--- config.mk ---
export PLATFORM = sky130hd
export DESIGN_NAME = tx_ramp_seq
export DESIGN_NICKNAME = d
export VERILOG_FILES = /design/src/rtl/tx_ramp_seq_pkg.sv /design/src/rtl/tx_ramp_step_gen.sv /design/src/rtl/tx_ramp_gap_count.sv /design/src/rtl/tx_ramp_seq.sv
export SDC_FILE = /design/constraint.sdc
export NUM_CORES = 1
export LEC_CHECK = 0
export ABC_CLOCK_PERIOD_IN_PS = 3400
export BUFFER_PORTS_ARGS = -buffer_cell sky130_fd_sc_hd__buf_2
export CAP_MARGIN = 10
export CELL_PAD_IN_SITES_DETAIL_PLACEMENT = 2
export CELL_PAD_IN_SITES_GLOBAL_PLACEMENT = 2
export CORE_UTILIZATION = 33
export CTS_CLUSTER_DIAMETER = 120
export DETAILED_ROUTE_END_ITERATION = 8
export GPL_ROUTABILITY_DRIVEN = 0
export MAX_ROUTING_LAYER = met4
export PLACE_DENSITY = 0.87
export SLEW_MARGIN = 10
export SYNTH_ARGS = -nofsm -noshare
export SYNTH_HDL_FRONTEND = slang
export SYNTH_HIERARCHICAL = 1
export SYNTH_SLANG_ARGS = --single-unit
--- constraint.sdc ---
create_clock -name clk -period 3.4 [get_ports clk]
set_input_delay 0.17 -clock clk [delete_from_list [all_inputs] [get_ports clk]]
set_output_delay 0.17 -clock clk [all_outputs]
set_load 0.03 [all_outputs]
--- src/rtl/tx_ramp_seq_pkg.sv ---
// Package: shared state type and helpers for the transmit ramp sequencer.
// Assumes: consumers import it before declaring their ports.
package tx_ramp_seq_pkg;

    // Sequencer phase: idle, waiting gap 1, waiting gap 2, holding at full ramp.
    typedef enum logic [1:0] {
        PH_IDLE = 2'd0,
        PH_GAP1 = 2'd1,
        PH_GAP2 = 2'd2,
        PH_HOLD = 2'd3
    } ramp_phase_t;

    // Width of a counter that must reach the value n-1.
    function automatic int cnt_width(input int n);
        return (n <= 2) ? 1 : $clog2(n);
    endfunction

endpackage

--- src/rtl/tx_ramp_step_gen.sv ---
// Module: step tick generator.
// Counts input clocks and pulses tick once every BASE or 2*BASE cycles,
// depending on long_sel. A clear restarts the count, so the first tick
// comes a full step after the clear edge.
// Assumes: long_sel is held steady between clears.
module tx_ramp_step_gen #(
    parameter int BASE = 20
) (
    input  logic clk,
    input  logic rst_n,
    input  logic clear,
    input  logic long_sel,
    output logic tick
);
    import tx_ramp_seq_pkg::*;

    localparam int CW = cnt_width(2 * BASE);
    localparam logic [CW-1:0] LAST_SHORT = CW'(BASE - 1);
    localparam logic [CW-1:0] LAST_LONG  = CW'(2 * BASE - 1);

    logic [CW-1:0] cnt_q;
    logic [CW-1:0] last;

    // Pick the terminal count for the selected step length.
    always_comb begin
        last = long_sel ? LAST_LONG : LAST_SHORT;
    end

    assign tick = (cnt_q == last);

    // Advance the clock counter, wrapping on each tick.
    always_ff @(posedge clk) begin
        if (!rst_n || clear) begin
            cnt_q <= '0;
        end else if (tick) begin
            cnt_q <= '0;
        end else begin
            cnt_q <= cnt_q + 1'b1;
        end
    end

endmodule

--- src/rtl/tx_ramp_gap_count.sv ---
// Module: gap step counter.
// Loads a gap length in steps and counts down on each step tick. done
// pulses on the tick that ends the last step.
// Assumes: a loaded value of zero is handled by the caller; done never fires then.
module tx_ramp_gap_count #(
    parameter int GAP_W = 4
) (
    input  logic             clk,
    input  logic             rst_n,
    input  logic             load,
    input  logic [GAP_W-1:0] load_val,
    input  logic             tick,
    output logic             done
);
    logic [GAP_W-1:0] rem_q;

    assign done = tick && (rem_q == GAP_W'(1));

    // Hold the remaining step count of the gap in progress.
    always_ff @(posedge clk) begin
        if (!rst_n) begin
            rem_q <= '0;
        end else if (load) begin
            rem_q <= load_val;
        end else if (tick && (rem_q != '0)) begin
            rem_q <= rem_q - 1'b1;
        end
    end

endmodule

--- src/rtl/tx_ramp_seq.sv ---
// Module: transmit enable ramp sequencer (top).
// Raises t1 when a request is seen in idle, then t2 after gap 1 and t3
// (with ready) after gap 2. Each gap is counted in steps of STEP_BASE or
// 2*STEP_BASE clocks. Dropping the request clears everything on the next
// edge. The gap fields and step select are captured when a sequence starts.
// Assumes: the request is a synchronous level; reset is synchronous, active low.
module tx_ramp_seq #(
    parameter int GAP_W     = 4,
    parameter int STEP_BASE = 20
) (
    input  logic               clk,
    input  logic               rst_n,
    input  logic               tx_req,
    input  logic [2*GAP_W-1:0] gap_cfg,
    input  logic               step_long,
    output logic               t1_o,
    output logic               t2_o,
    output logic               t3_o,
    output logic               ready_o
);
    import tx_ramp_seq_pkg::*;

    ramp_phase_t      phase_q, phase_d;
    logic [GAP_W-1:0] g1_q, g2_q;
    logic             long_q;
    logic             t1_q, t2_q, t3_q, rdy_q;
    logic             start, adv1, adv2;
    logic             tick, gap_done;
    logic             gc_load, ps_clear;
    logic [GAP_W-1:0] gc_val;

    // Event decode: start, end of gap 1, end of gap 2.
    always_comb begin
        start = (phase_q == PH_IDLE) && tx_req;
        adv1  = (phase_q == PH_GAP1) && tx_req && ((g1_q == '0) || gap_done);
        adv2  = (phase_q == PH_GAP2) && tx_req && ((g2_q == '0) || gap_done);
    end

    // Counter control: restart the count at the start of each gap.
    always_comb begin
        gc_load  = start || adv1;
        ps_clear = gc_load;
        gc_val   = start ? gap_cfg[2*GAP_W-1:GAP_W] : g2_q;
    end

    // Next phase selection.
    always_comb begin
        phase_d = phase_q;
        if (!tx_req) begin
            phase_d = PH_IDLE;
        end else begin
            unique case (phase_q)
                PH_IDLE: phase_d = PH_GAP1;
                PH_GAP1: if (adv1) phase_d = PH_GAP2;
                PH_GAP2: if (adv2) phase_d = PH_HOLD;
                PH_HOLD: phase_d = PH_HOLD;
                default: phase_d = PH_IDLE;
            endcase
        end
    end

    // Phase register.
    always_ff @(posedge clk) begin
        if (!rst_n) phase_q <= PH_IDLE;
        else        phase_q <= phase_d;
    end

    // Capture the gap fields and step select when a sequence starts.
    always_ff @(posedge clk) begin
        if (!rst_n) begin
            g1_q   <= '0;
            g2_q   <= '0;
            long_q <= 1'b0;
        end else if (start) begin
            g1_q   <= gap_cfg[2*GAP_W-1:GAP_W];
            g2_q   <= gap_cfg[GAP_W-1:0];
            long_q <= step_long;
        end
    end

    // Strobe and ready registers: set on their events, cleared on drop.
    always_ff @(posedge clk) begin
        if (!rst_n || !tx_req) begin
            t1_q  <= 1'b0;
            t2_q  <= 1'b0;
            t3_q  <= 1'b0;
            rdy_q <= 1'b0;
        end else begin
            if (start) t1_q <= 1'b1;
            if (adv1)  t2_q <= 1'b1;
            if (adv2) begin
                t3_q  <= 1'b1;
                rdy_q <= 1'b1;
            end
        end
    end

    tx_ramp_step_gen #(
        .BASE(STEP_BASE)
    ) step_i (
        .clk     (clk),
        .rst_n   (rst_n),
        .clear   (ps_clear),
        .long_sel(long_q),
        .tick    (tick)
    );

    tx_ramp_gap_count #(
        .GAP_W(GAP_W)
    ) gap_i (
        .clk     (clk),
        .rst_n   (rst_n),
        .load    (gc_load),
        .load_val(gc_val),
        .tick    (tick),
        .done    (gap_done)
    );

    assign t1_o    = t1_q;
    assign t2_o    = t2_q;
    assign t3_o    = t3_q;
    assign ready_o = rdy_q;

endmodule

==> impl_metrics.env, run 1 <==
export IMPL_status="finished clean"
export IMPL_finalWirelength_mm=2.86
export IMPL_skew_ps=6.29
export IMPL_post_cts_buffers=0
export IMPL_post_route_cells_drive_above_1_share=0.196
export IMPL_cts_sinks=24
export IMPL_cts_resized=0
export IMPL_wl_per_cell_um=15.3
export IMPL_row_count=20
export IMPL_portBuffers=15
export IMPL_fillCellCount=370
export IMPL_timing_hold_violations_final=0
export IMPL_design_core_area_sq_um=3150
export IMPL_worstSkewPairLatency_ps=310
export IMPL_critPathLaunchType="flop"
export IMPL_synth_cell_types=37
export IMPL_final_cell_mix="dfxtp_1 (24), nand2_1 (22), buf_2 (15)"
export IMPL_via_per_inst=5.16
export IMPL_yosysSeqAreaShare=0.422
export IMPL_tightest_slew_ps=669
export IMPL_die_x_um=60.7
export IMPL_critical_path_n_buffers_inverters=0
export IMPL_finalSetupViolations=0
export IMPL_startpoint="step_i/cnt_q[2]"
export IMPL_dp_hpwl_mm=2.28
export IMPL_min_period_over_period=0.795
export IMPL_setup_tns_ps=0
export IMPL_end_kind="flop"
export IMPL_cp_arrival_ps=2910
export IMPL_r2r_start="step_i/cnt_q[2]"
export IMPL_io_pins=16
export IMPL_syn_inst=127
export IMPL_max_slew_margin=0.548
export IMPL_slew_viol_final=0
export IMPL_path_clk_slew_ps=120
export IMPL_leakage_nw=0.491
export IMPL_first_global_vias=1060
export IMPL_max_cap_viol_count=0
export IMPL_worst_hold_slack_ps=81.0
export IMPL_utilization=0.404
export IMPL_path_cells="or4b_4 -> a21oi_4 -> nor4bb_1 -> o311a_1 -> nand2b_1 -> nor3_1"
export IMPL_required_ps=3610
export IMPL_dieArea_sq_um=3690
export IMPL_fin_crit_ps=2700
export IMPL_antenna_found_initial=0
export IMPL_grt_start_max_net_pins=19
export IMPL_start_util=0.361
export IMPL_die_height_um=60.7
export IMPL_hold_path_depth=3
export IMPL_yosysWarningCount=6
export IMPL_critPathSlowestCell="nor4bb_1"
export IMPL_reg2reg_depth=6
export IMPL_grt_first_pass_wirelength_mm=4.88
export IMPL_synth_seq_cells=24
export IMPL_final_antenna_net_count=0
export IMPL_fmax_ghz=0.370
export IMPL_first_pass_iters=4
export IMPL_track_usage=0.190
export IMPL_hold_start="step_long"
export IMPL_final_common_cell="dfxtp_1"
export IMPL_critPathMaxStageDelay_ps=620
export IMPL_cts_htree_levels=1
export IMPL_clockBufferDepth=2
export IMPL_rsz0062_at_grt="false"
export IMPL_crit_family="simple AND/OR/NAND/NOR gates"
export IMPL_synth_avg_cell_area_sq_um=8.96
export IMPL_cts_root_buf="clkbuf_4"
export IMPL_drtIter0Drc=21
export IMPL_criticalPathCategory="flop to flop"
export IMPL_synth_edf_count=0
export IMPL_hold_path_class="input pin to flop"
export IMPL_insertedDiodeCount=0
export IMPL_nets=160
export IMPL_syn_nets=142
export IMPL_cts_hold_buf=0
export IMPL_path_depth=6
export IMPL_ys_flop_type="dfxtp_1"
export IMPL_globalRouteOverflowTotal=0
export IMPL_crit_path_max_fanout=8
export IMPL_synthArstFlopShare=0
export IMPL_vias=965
export IMPL_cts_made_buffers=3
export IMPL_vdd_drop_max_mv=0.134
export IMPL_syn_cell_area_sq_um=1140
export IMPL_cts_tree="done"
export IMPL_area_growth_pct=12.1
export IMPL_drc=0
export IMPL_power_density_nw_per_um2=402
[final cells by class]
class,instances,area [sq um],area share
inverter,7,26.3,0.0206
clock buffer,3,22.5,0.0177
tap,44,55.1,0.0432
multi-input combinational,93,608,0.477
sequential,24,480,0.377
timing repair buffer,16,82.6,0.0648
[tightest hold or removal path, cell delays in order]
cell	delay, ps
buf_2	100
nand2_1	40
a21boi_1	50
[cells in the mapped netlist (2+ instances only)]
cell type / instances / share of area
nand3_1: 8 / 0.035
o21ai_0: 3 / 0.013
nor4_1: 2 / 0.011
nand2_2: 4 / 0.022
nand4b_1: 2 / 0.015
nand2_1: 22 / 0.073
a21boi_1: 9 / 0.059
xor2_1: 2 / 0.015
nand2b_1: 2 / 0.011
nor2_1: 6 / 0.020
inv_1: 7 / 0.023
nor3b_1: 2 / 0.013
a21oi_1: 4 / 0.018
a2111o_1: 2 / 0.020
nor3_1: 4 / 0.018
nand4_1: 2 / 0.011
ha_1: 3 / 0.033
dfxtp_1: 24 / 0.42
[per-stage QoR]
stage	cell area (sq um)	cells	setup slack, ps	total power (W)
floorplan	1140	127	905	0.000368
global placement	1250	184	857	0.000389
detailed placement	1250	184	733	0.000396
CTS	1270	187	723	0.000519
global route	1270	187	468	0.000548
finish	1270	187	699	0.000513
[where the power goes]
| group | internal, W | switching [W] |
|---|---|---|
| registers | 0.000296 | 0.0000139 |
| logic | 0.0000314 | 0.0000472 |
| clock network | 0.0000415 | 0.0000833 |
| total | 0.000369 | 0.000144 |
[per-layer routing]
layer / track usage / up-vias / share of wire
met5: - / - / 0
met4: 0.0584 / 0 / 0.0098
met1: 0.203 / 465 / 0.44
li1: - / 484 / -
met3: 0.0384 / 4 / 0.025
met2: 0.352 / 12 / 0.53
[flip-flops by register name (all words and copies together), names as in the netlist]
name,cells
step_i/cnt_q,6
g1_q,4
g2_q,4
gap_i/rem_q,4
phase_q,2
long_q,1
ready_o,1
t1_o,1
t2_o,1
[cells by family (layout without fill, tap and decap cells)]
group                    count (synthesis)  in the layout  synth area share
buffers and inverters                   10             26            0.0429
AND/OR/NAND/NOR                         62             62             0.308
XOR/XNOR                                 3              3            0.0231
adder cells (fa/ha/maj)                  3              3            0.0330
multiplexers                             1              1           0.00880
AO/OA/AOI/OAI                           24             24             0.162
flip-flops                              24             24             0.422
[final timing paths]
path | end | slack [ps]
setup reg to reg | step_i/cnt_q[2] | 700
setup / recovery | step_i/cnt_q[2] | 700
hold / removal | long_q | 80
hold reg to reg | t2_o | 450
Power figures use the tool's default switching activity.
==> run 2, diff against run 1 <==
--- a/config.mk
+++ b/config.mk
@@ -5,7 +5,7 @@
 export SDC_FILE = /design/constraint.sdc
 export NUM_CORES = 1
 export LEC_CHECK = 0
-export ABC_CLOCK_PERIOD_IN_PS = 3400
+export ABC_CLOCK_PERIOD_IN_PS = 2560
 export BUFFER_PORTS_ARGS = -buffer_cell sky130_fd_sc_hd__buf_2
 export CAP_MARGIN = 10
 export CELL_PAD_IN_SITES_DETAIL_PLACEMENT = 2
==> constraint.sdc (replaced) <==
create_clock -name clk -period 2.56 [get_ports clk]
set_input_delay 0.128 -clock clk [delete_from_list [all_inputs] [get_ports clk]]
set_output_delay 0.128 -clock clk [all_outputs]
set_load 0.03 [all_outputs]
==> run 2 against run 1 <==
  * Hold slack worse by 53 ps
  * Clock skew is 1.4 ps lower
  * Non-clock buffer count grew 2
  * Critical endpoint is now gap_i/rem_q[3]
  * Clock-buffer cell count did not move
  * Largest cell class unchanged
  * Critical path depth increased by 1
==> impl_metrics.env, run 2 (synthesis results as in run 1) <==
export IMPL_regMostFlops="step_i/cnt_q"
export IMPL_dieArea_sq_um=3690
export IMPL_via_per_inst=5.18
export IMPL_fmax_ghz=0.434
export IMPL_nets=162
export IMPL_globalRouteOverflowTotal=0
export IMPL_cts_root_buf="clkbuf_4"
export IMPL_dp_hpwl_mm=2.33
export IMPL_timing_hold_violations_final=0
export IMPL_finalSetupViolations=0
export IMPL_drtIter0Drc=20
export IMPL_row_count=20
export IMPL_first_global_vias=1112
export IMPL_clockBufferDepth=2
export IMPL_portBuffers=15
export IMPL_leakage_nw=0.516
export IMPL_placedInstanceArea_sq_um=1270
export IMPL_fin_crit_ps=2300
export IMPL_critPathLaunchType="flop"
export IMPL_first_pass_iters=4
export IMPL_status="finished clean"
export IMPL_final_cell_mix="dfxtp_1 (24), nand2_1 (22), buf_2 (15)"
export IMPL_finalWirelength_mm=2.96
export IMPL_power_total_w=0.000801
export IMPL_design_core_area_sq_um=3150
export IMPL_cts_hold_buf=0
export IMPL_cts_sinks=24
export IMPL_max_slew_margin=0.582
export IMPL_criticalPathCategory="flop to flop"
export IMPL_start_util=0.361
export IMPL_required_ps=2780
export IMPL_antenna_found_initial=0
export IMPL_rsz0062_at_grt="false"
export IMPL_fin_cells=190
export IMPL_cts_tree="done"
export IMPL_dpl_cell_count=186
export IMPL_vias=984
export IMPL_drc=0
export IMPL_min_period_over_period=0.900
export IMPL_die_height_um=60.7
export IMPL_cts_resized=0
export IMPL_stdcell_area_sq_um=1320
export IMPL_skew_ps=4.85
export IMPL_vdd_drop_max_mv=0.231
export IMPL_post_cts_buffers=0
export IMPL_die_x_um=60.7
export IMPL_grt_first_pass_wirelength_mm=5.14
export IMPL_area_growth_pct=16.1
export IMPL_cts_made_buffers=3
export IMPL_io_pins=16
export IMPL_tightest_slew_ps=622
export IMPL_insertedDiodeCount=0
export IMPL_hold_path_class="input pin to flop"
export IMPL_largest_reg_flops=6
export IMPL_crit_path_max_fanout=6
export IMPL_grt_start_max_net_pins=19
export IMPL_wl_per_cell_um=15.6
export IMPL_critical_path_n_buffers_inverters=1
export IMPL_post_route_cells_drive_above_1_share=0.212
export IMPL_critPathSlowestCell="or4b_4"
export IMPL_track_usage=0.198
export IMPL_power_density_nw_per_um2=607
export IMPL_crit_family="simple AND/OR/NAND/NOR gates"
export IMPL_max_cap_viol_count=0
export IMPL_setup_tns_ps=0
export IMPL_worstSkewPairLatency_ps=320
export IMPL_slew_viol_final=0
export IMPL_final_common_cell="dfxtp_1"
export IMPL_end_kind="flop"
export IMPL_final_antenna_net_count=0
export IMPL_critPathMaxStageDelay_ps=570
export IMPL_cts_htree_levels=1
export IMPL_path_cells="or4b_4 -> a21oi_4 -> nor4bb_1 -> o311a_1 -> inv_1 -> o21ai_0 -> a21oi_1"
export IMPL_path_clk_slew_ps=150
export IMPL_cp_arrival_ps=2530
==> run 2: changes by cell type in the layout (fill, tap and decap cells not counted) <==
cell | previous run | this run
bufinv_16 | 0 | 1
buf_4 | 1 | 3
==> run 2: metrics by stage <==
stage	hold slack, ps	utilization	worst slack (ps)
after detailed placement	382	0.402	246
final	27.8	0.419	257
after global placement	369	0.402	453
after CTS	17.3	0.419	240
after floorplan	263	-	64.6
after global routing	6.96	0.419	57.5
==> run 2: path summary, 6_finish.rpt <==
kind | depth (start not counted) | slack, ps | end | start
worst max-delay path | 7 | 260 | gap_i/rem_q[3] | step_i/cnt_q[2]
worst min-delay path | 3 | 30 | long_q | step_long
worst max register to register | 7 | 260 | gap_i/rem_q[3] | step_i/cnt_q[2]
worst min register to register | 2 | 470 | g1_q[1] | g1_q[1]
==> run 2: worst min-delay path: cells and delay by family <==
kind	cells	cell delay [ps]
buffers and inverters	1	100
and+or+nand+nor	1	50
AOI/OAI and AO/OA	1	50
==> run 2: power by group <==
part	switching [W]	internal, W	leakage [nW]	total [W]
Clock	0.000126	0.000158	0.0279	0.000284
Sequential	0.0000186	0.000393	0.196	0.000412
Combinational	0.0000619	0.0000434	0.291	0.000105
Total	0.000206	0.000595	0.516	0.000801
==> run 2: routing by layer <==
layer / global-route usage / wire (um) / part of all wire / vias up
met3: 0.0256 / 61 / 0.021 / 2
met4: 0.0584 / 18 / 0.0061 / 0
li1: - / - / - / 493
met5: - / 0 / 0 / -
met2: 0.359 / 1580 / 0.53 / 12
met1: 0.226 / 1300 / 0.44 / 477
==> run 2: final cells by class <==
cell class              count  area, sq um
clock buffers               3         22.5
clock inverters             1         30.0
fillers                   371         1830
inverters                   7         26.3
multi-input cells          93          608
flip-flops and latches     24          480
well taps                  44         55.1
repair buffers             18         97.6
==> run 3, diff against run 2 <==
--- a/config.mk
+++ b/config.mk
@@ -8,14 +8,13 @@
 export ABC_CLOCK_PERIOD_IN_PS = 2560
 export BUFFER_PORTS_ARGS = -buffer_cell sky130_fd_sc_hd__buf_2
 export CAP_MARGIN = 10
-export CELL_PAD_IN_SITES_DETAIL_PLACEMENT = 2
-export CELL_PAD_IN_SITES_GLOBAL_PLACEMENT = 2
-export CORE_UTILIZATION = 33
+export CORE_UTILIZATION = 34
 export CTS_CLUSTER_DIAMETER = 120
 export DETAILED_ROUTE_END_ITERATION = 8
 export GPL_ROUTABILITY_DRIVEN = 0
 export MAX_ROUTING_LAYER = met4
-export PLACE_DENSITY = 0.87
+export PLACE_DENSITY = 0.64
+export REMOVE_ABC_BUFFERS = 1
 export SLEW_MARGIN = 10
 export SYNTH_ARGS = -nofsm -noshare
 export SYNTH_HDL_FRONTEND = slang
==> run 3 against run 2 <==
  * Via count fell by 3.4%
  * Non-clock buffer count fell by 1
  * Global-route usage fell by 4.3 points
  * First-iteration DRC count rose by 110%
  * Largest cell class unchanged
==> impl_metrics.env, run 3 (synthesis results as in run 1) <==
export IMPL_status="finished clean"
export IMPL_first_pass_iters=4
export IMPL_vias=951
export IMPL_path_cells="or4b_4 -> a21oi_4 -> nor4bb_2 -> o311a_1 -> nand2b_1 -> nor3_1"
export IMPL_cts_htree_levels=1
export IMPL_min_period_over_period=0.895
export IMPL_worstSkewPairLatency_ps=320
export IMPL_timing_hold_violations_final=0
export IMPL_slew_viol_final=0
export IMPL_globalRouteOverflowTotal=0
export IMPL_cts_tree="done"
export IMPL_crit_family="simple AND/OR/NAND/NOR gates"
export IMPL_drtIter0Drc=43
export IMPL_finalWirelength_mm=2.21
export IMPL_via_per_inst=5.03
export IMPL_max_slew_margin=0.639
export IMPL_required_ps=2790
export IMPL_criticalPathCategory="flop to flop"
export IMPL_end_kind="flop"
export IMPL_regMostFlops="step_i/cnt_q"
export IMPL_final_common_cell="dfxtp_1"
export IMPL_tightest_slew_ps=537
export IMPL_dpl_cell_count=185
export IMPL_die_height_um=59.8
export IMPL_setup_tns_ps=0
export IMPL_regArea_sq_um=480
export IMPL_fillCellCount=329
export IMPL_portBuffers=15
export IMPL_nets=161
export IMPL_crit_path_max_fanout=8
export IMPL_hold_path_class="input pin to flop"
export IMPL_final_antenna_net_count=0
export IMPL_post_route_cells_drive_above_1_share=0.214
export IMPL_skew_ps=1.28
export IMPL_critical_path_n_buffers_inverters=0
export IMPL_finalSetupViolations=0
export IMPL_cts_root_buf="clkbuf_4"
export IMPL_wl_per_cell_um=11.7
export IMPL_critPathSlowestCell="or4b_4"
export IMPL_track_usage=0.155
export IMPL_worst_hold_slack_ps=32.6
export IMPL_fin_crit_ps=2290
export IMPL_die_x_um=59.8
export IMPL_dieArea_sq_um=3580
export IMPL_leakage_nw=0.504
export IMPL_row_count=20
export IMPL_post_cts_buffers=0
export IMPL_path_clk_slew_ps=130
export IMPL_cts_resized=0
export IMPL_start_util=0.367
export IMPL_insertedDiodeCount=0
export IMPL_critPathMaxStageDelay_ps=570
export IMPL_area_growth_pct=14.5
export IMPL_dp_hpwl_mm=1.66
export IMPL_largest_reg_flops=6
export IMPL_power_density_nw_per_um2=548
export IMPL_fmax_ghz=0.436
export IMPL_vdd_drop_max_mv=0.365
export IMPL_cts_hold_buf=0
export IMPL_drc=0
export IMPL_rsz0062_at_grt="false"
export IMPL_first_global_vias=925
export IMPL_grt_start_max_net_pins=19
export IMPL_grt_first_pass_wirelength_mm=3.95
export IMPL_cp_arrival_ps=2520
export IMPL_final_cell_mix="dfxtp_1 (24), nand2_1 (22), buf_2 (15)"
export IMPL_io_pins=16
export IMPL_clockBufferDepth=2
export IMPL_cts_sinks=24
export IMPL_max_cap_viol_count=0
export IMPL_cts_made_buffers=3
export IMPL_antenna_found_initial=0
export IMPL_design_core_area_sq_um=3100
export IMPL_fin_cells=189
export IMPL_multiInputGateArea_sq_um=614
export IMPL_critPathLaunchType="flop"
[run 3: changes by cell type in the layout (fill, tap and decap cells not counted)]
cell / delta
clkbuf_8: +1
nor4bb_2: +1
buf_4: -1
bufinv_16: -1
nor4bb_1: -1
[run 3: worst reg2reg max path: cells and delay by family (launching register included)]
family | cells | cell delay (ps)
AOI/OAI and AO/OA | 2 | 530
and+or+nand+nor | 4 | 1280
DFF | 1 | 390
[run 3: metrics by stage]
step | cell area [sq um] | utilization | power, W | setup slack, ps
floorplan | 1110 | - | 0.000485 | 64.6
CTS | 1300 | 0.418 | 0.000722 | 209
global placement | 1260 | 0.406 | 0.000514 | 315
finish | 1300 | 0.420 | 0.000714 | 268
detailed placement | 1260 | 0.406 | 0.000517 | 228
global route | 1300 | 0.420 | 0.000754 | 71.6
[run 3: path summary, 6_finish.rpt]
check / start / to / slack, ps / cells past startpoint
min: gap_cfg[1] / g2_q[1] / 30 / 3
max reg2reg: step_i/cnt_q[2] / step_i/cnt_q[2] / 270 / 6
min reg2reg: t2_o / t2_o / 460 / 2
max: step_i/cnt_q[2] / step_i/cnt_q[2] / 270 / 6
[run 3: area by class of cell]
class,instances,share of cell area
multi-input cells,93,0.472
inverters,7,0.0202
flip-flops and latches,24,0.369
clock buffers,4,0.0279
well taps,44,0.0423
repair buffers,17,0.0692
[run 3: per-layer routing]
| metal | GRT usage | wire length, um | vias up |
|---|---|---|---|
| li1 | - | - | 488 |
| met1 | 0.175 | 1040 | 439 |
| met2 | 0.254 | 1030 | 19 |
| met3 | 0.0455 | 85 | 5 |
| met4 | 0.0698 | 49 | 0 |
| met5 | - | 0 | - |
[run 3: where the power goes]
| part | internal [W] | switching (W) | leakage (nW) | total (W) |
|---|---|---|---|---|
| clock network | 0.0000872 | 0.000118 | 0.0210 | 0.000205 |
| registers | 0.000393 | 0.0000173 | 0.196 | 0.000410 |
| logic | 0.0000418 | 0.0000570 | 0.287 | 0.0000988 |
| total | 0.000522 | 0.000192 | 0.504 | 0.000714 |
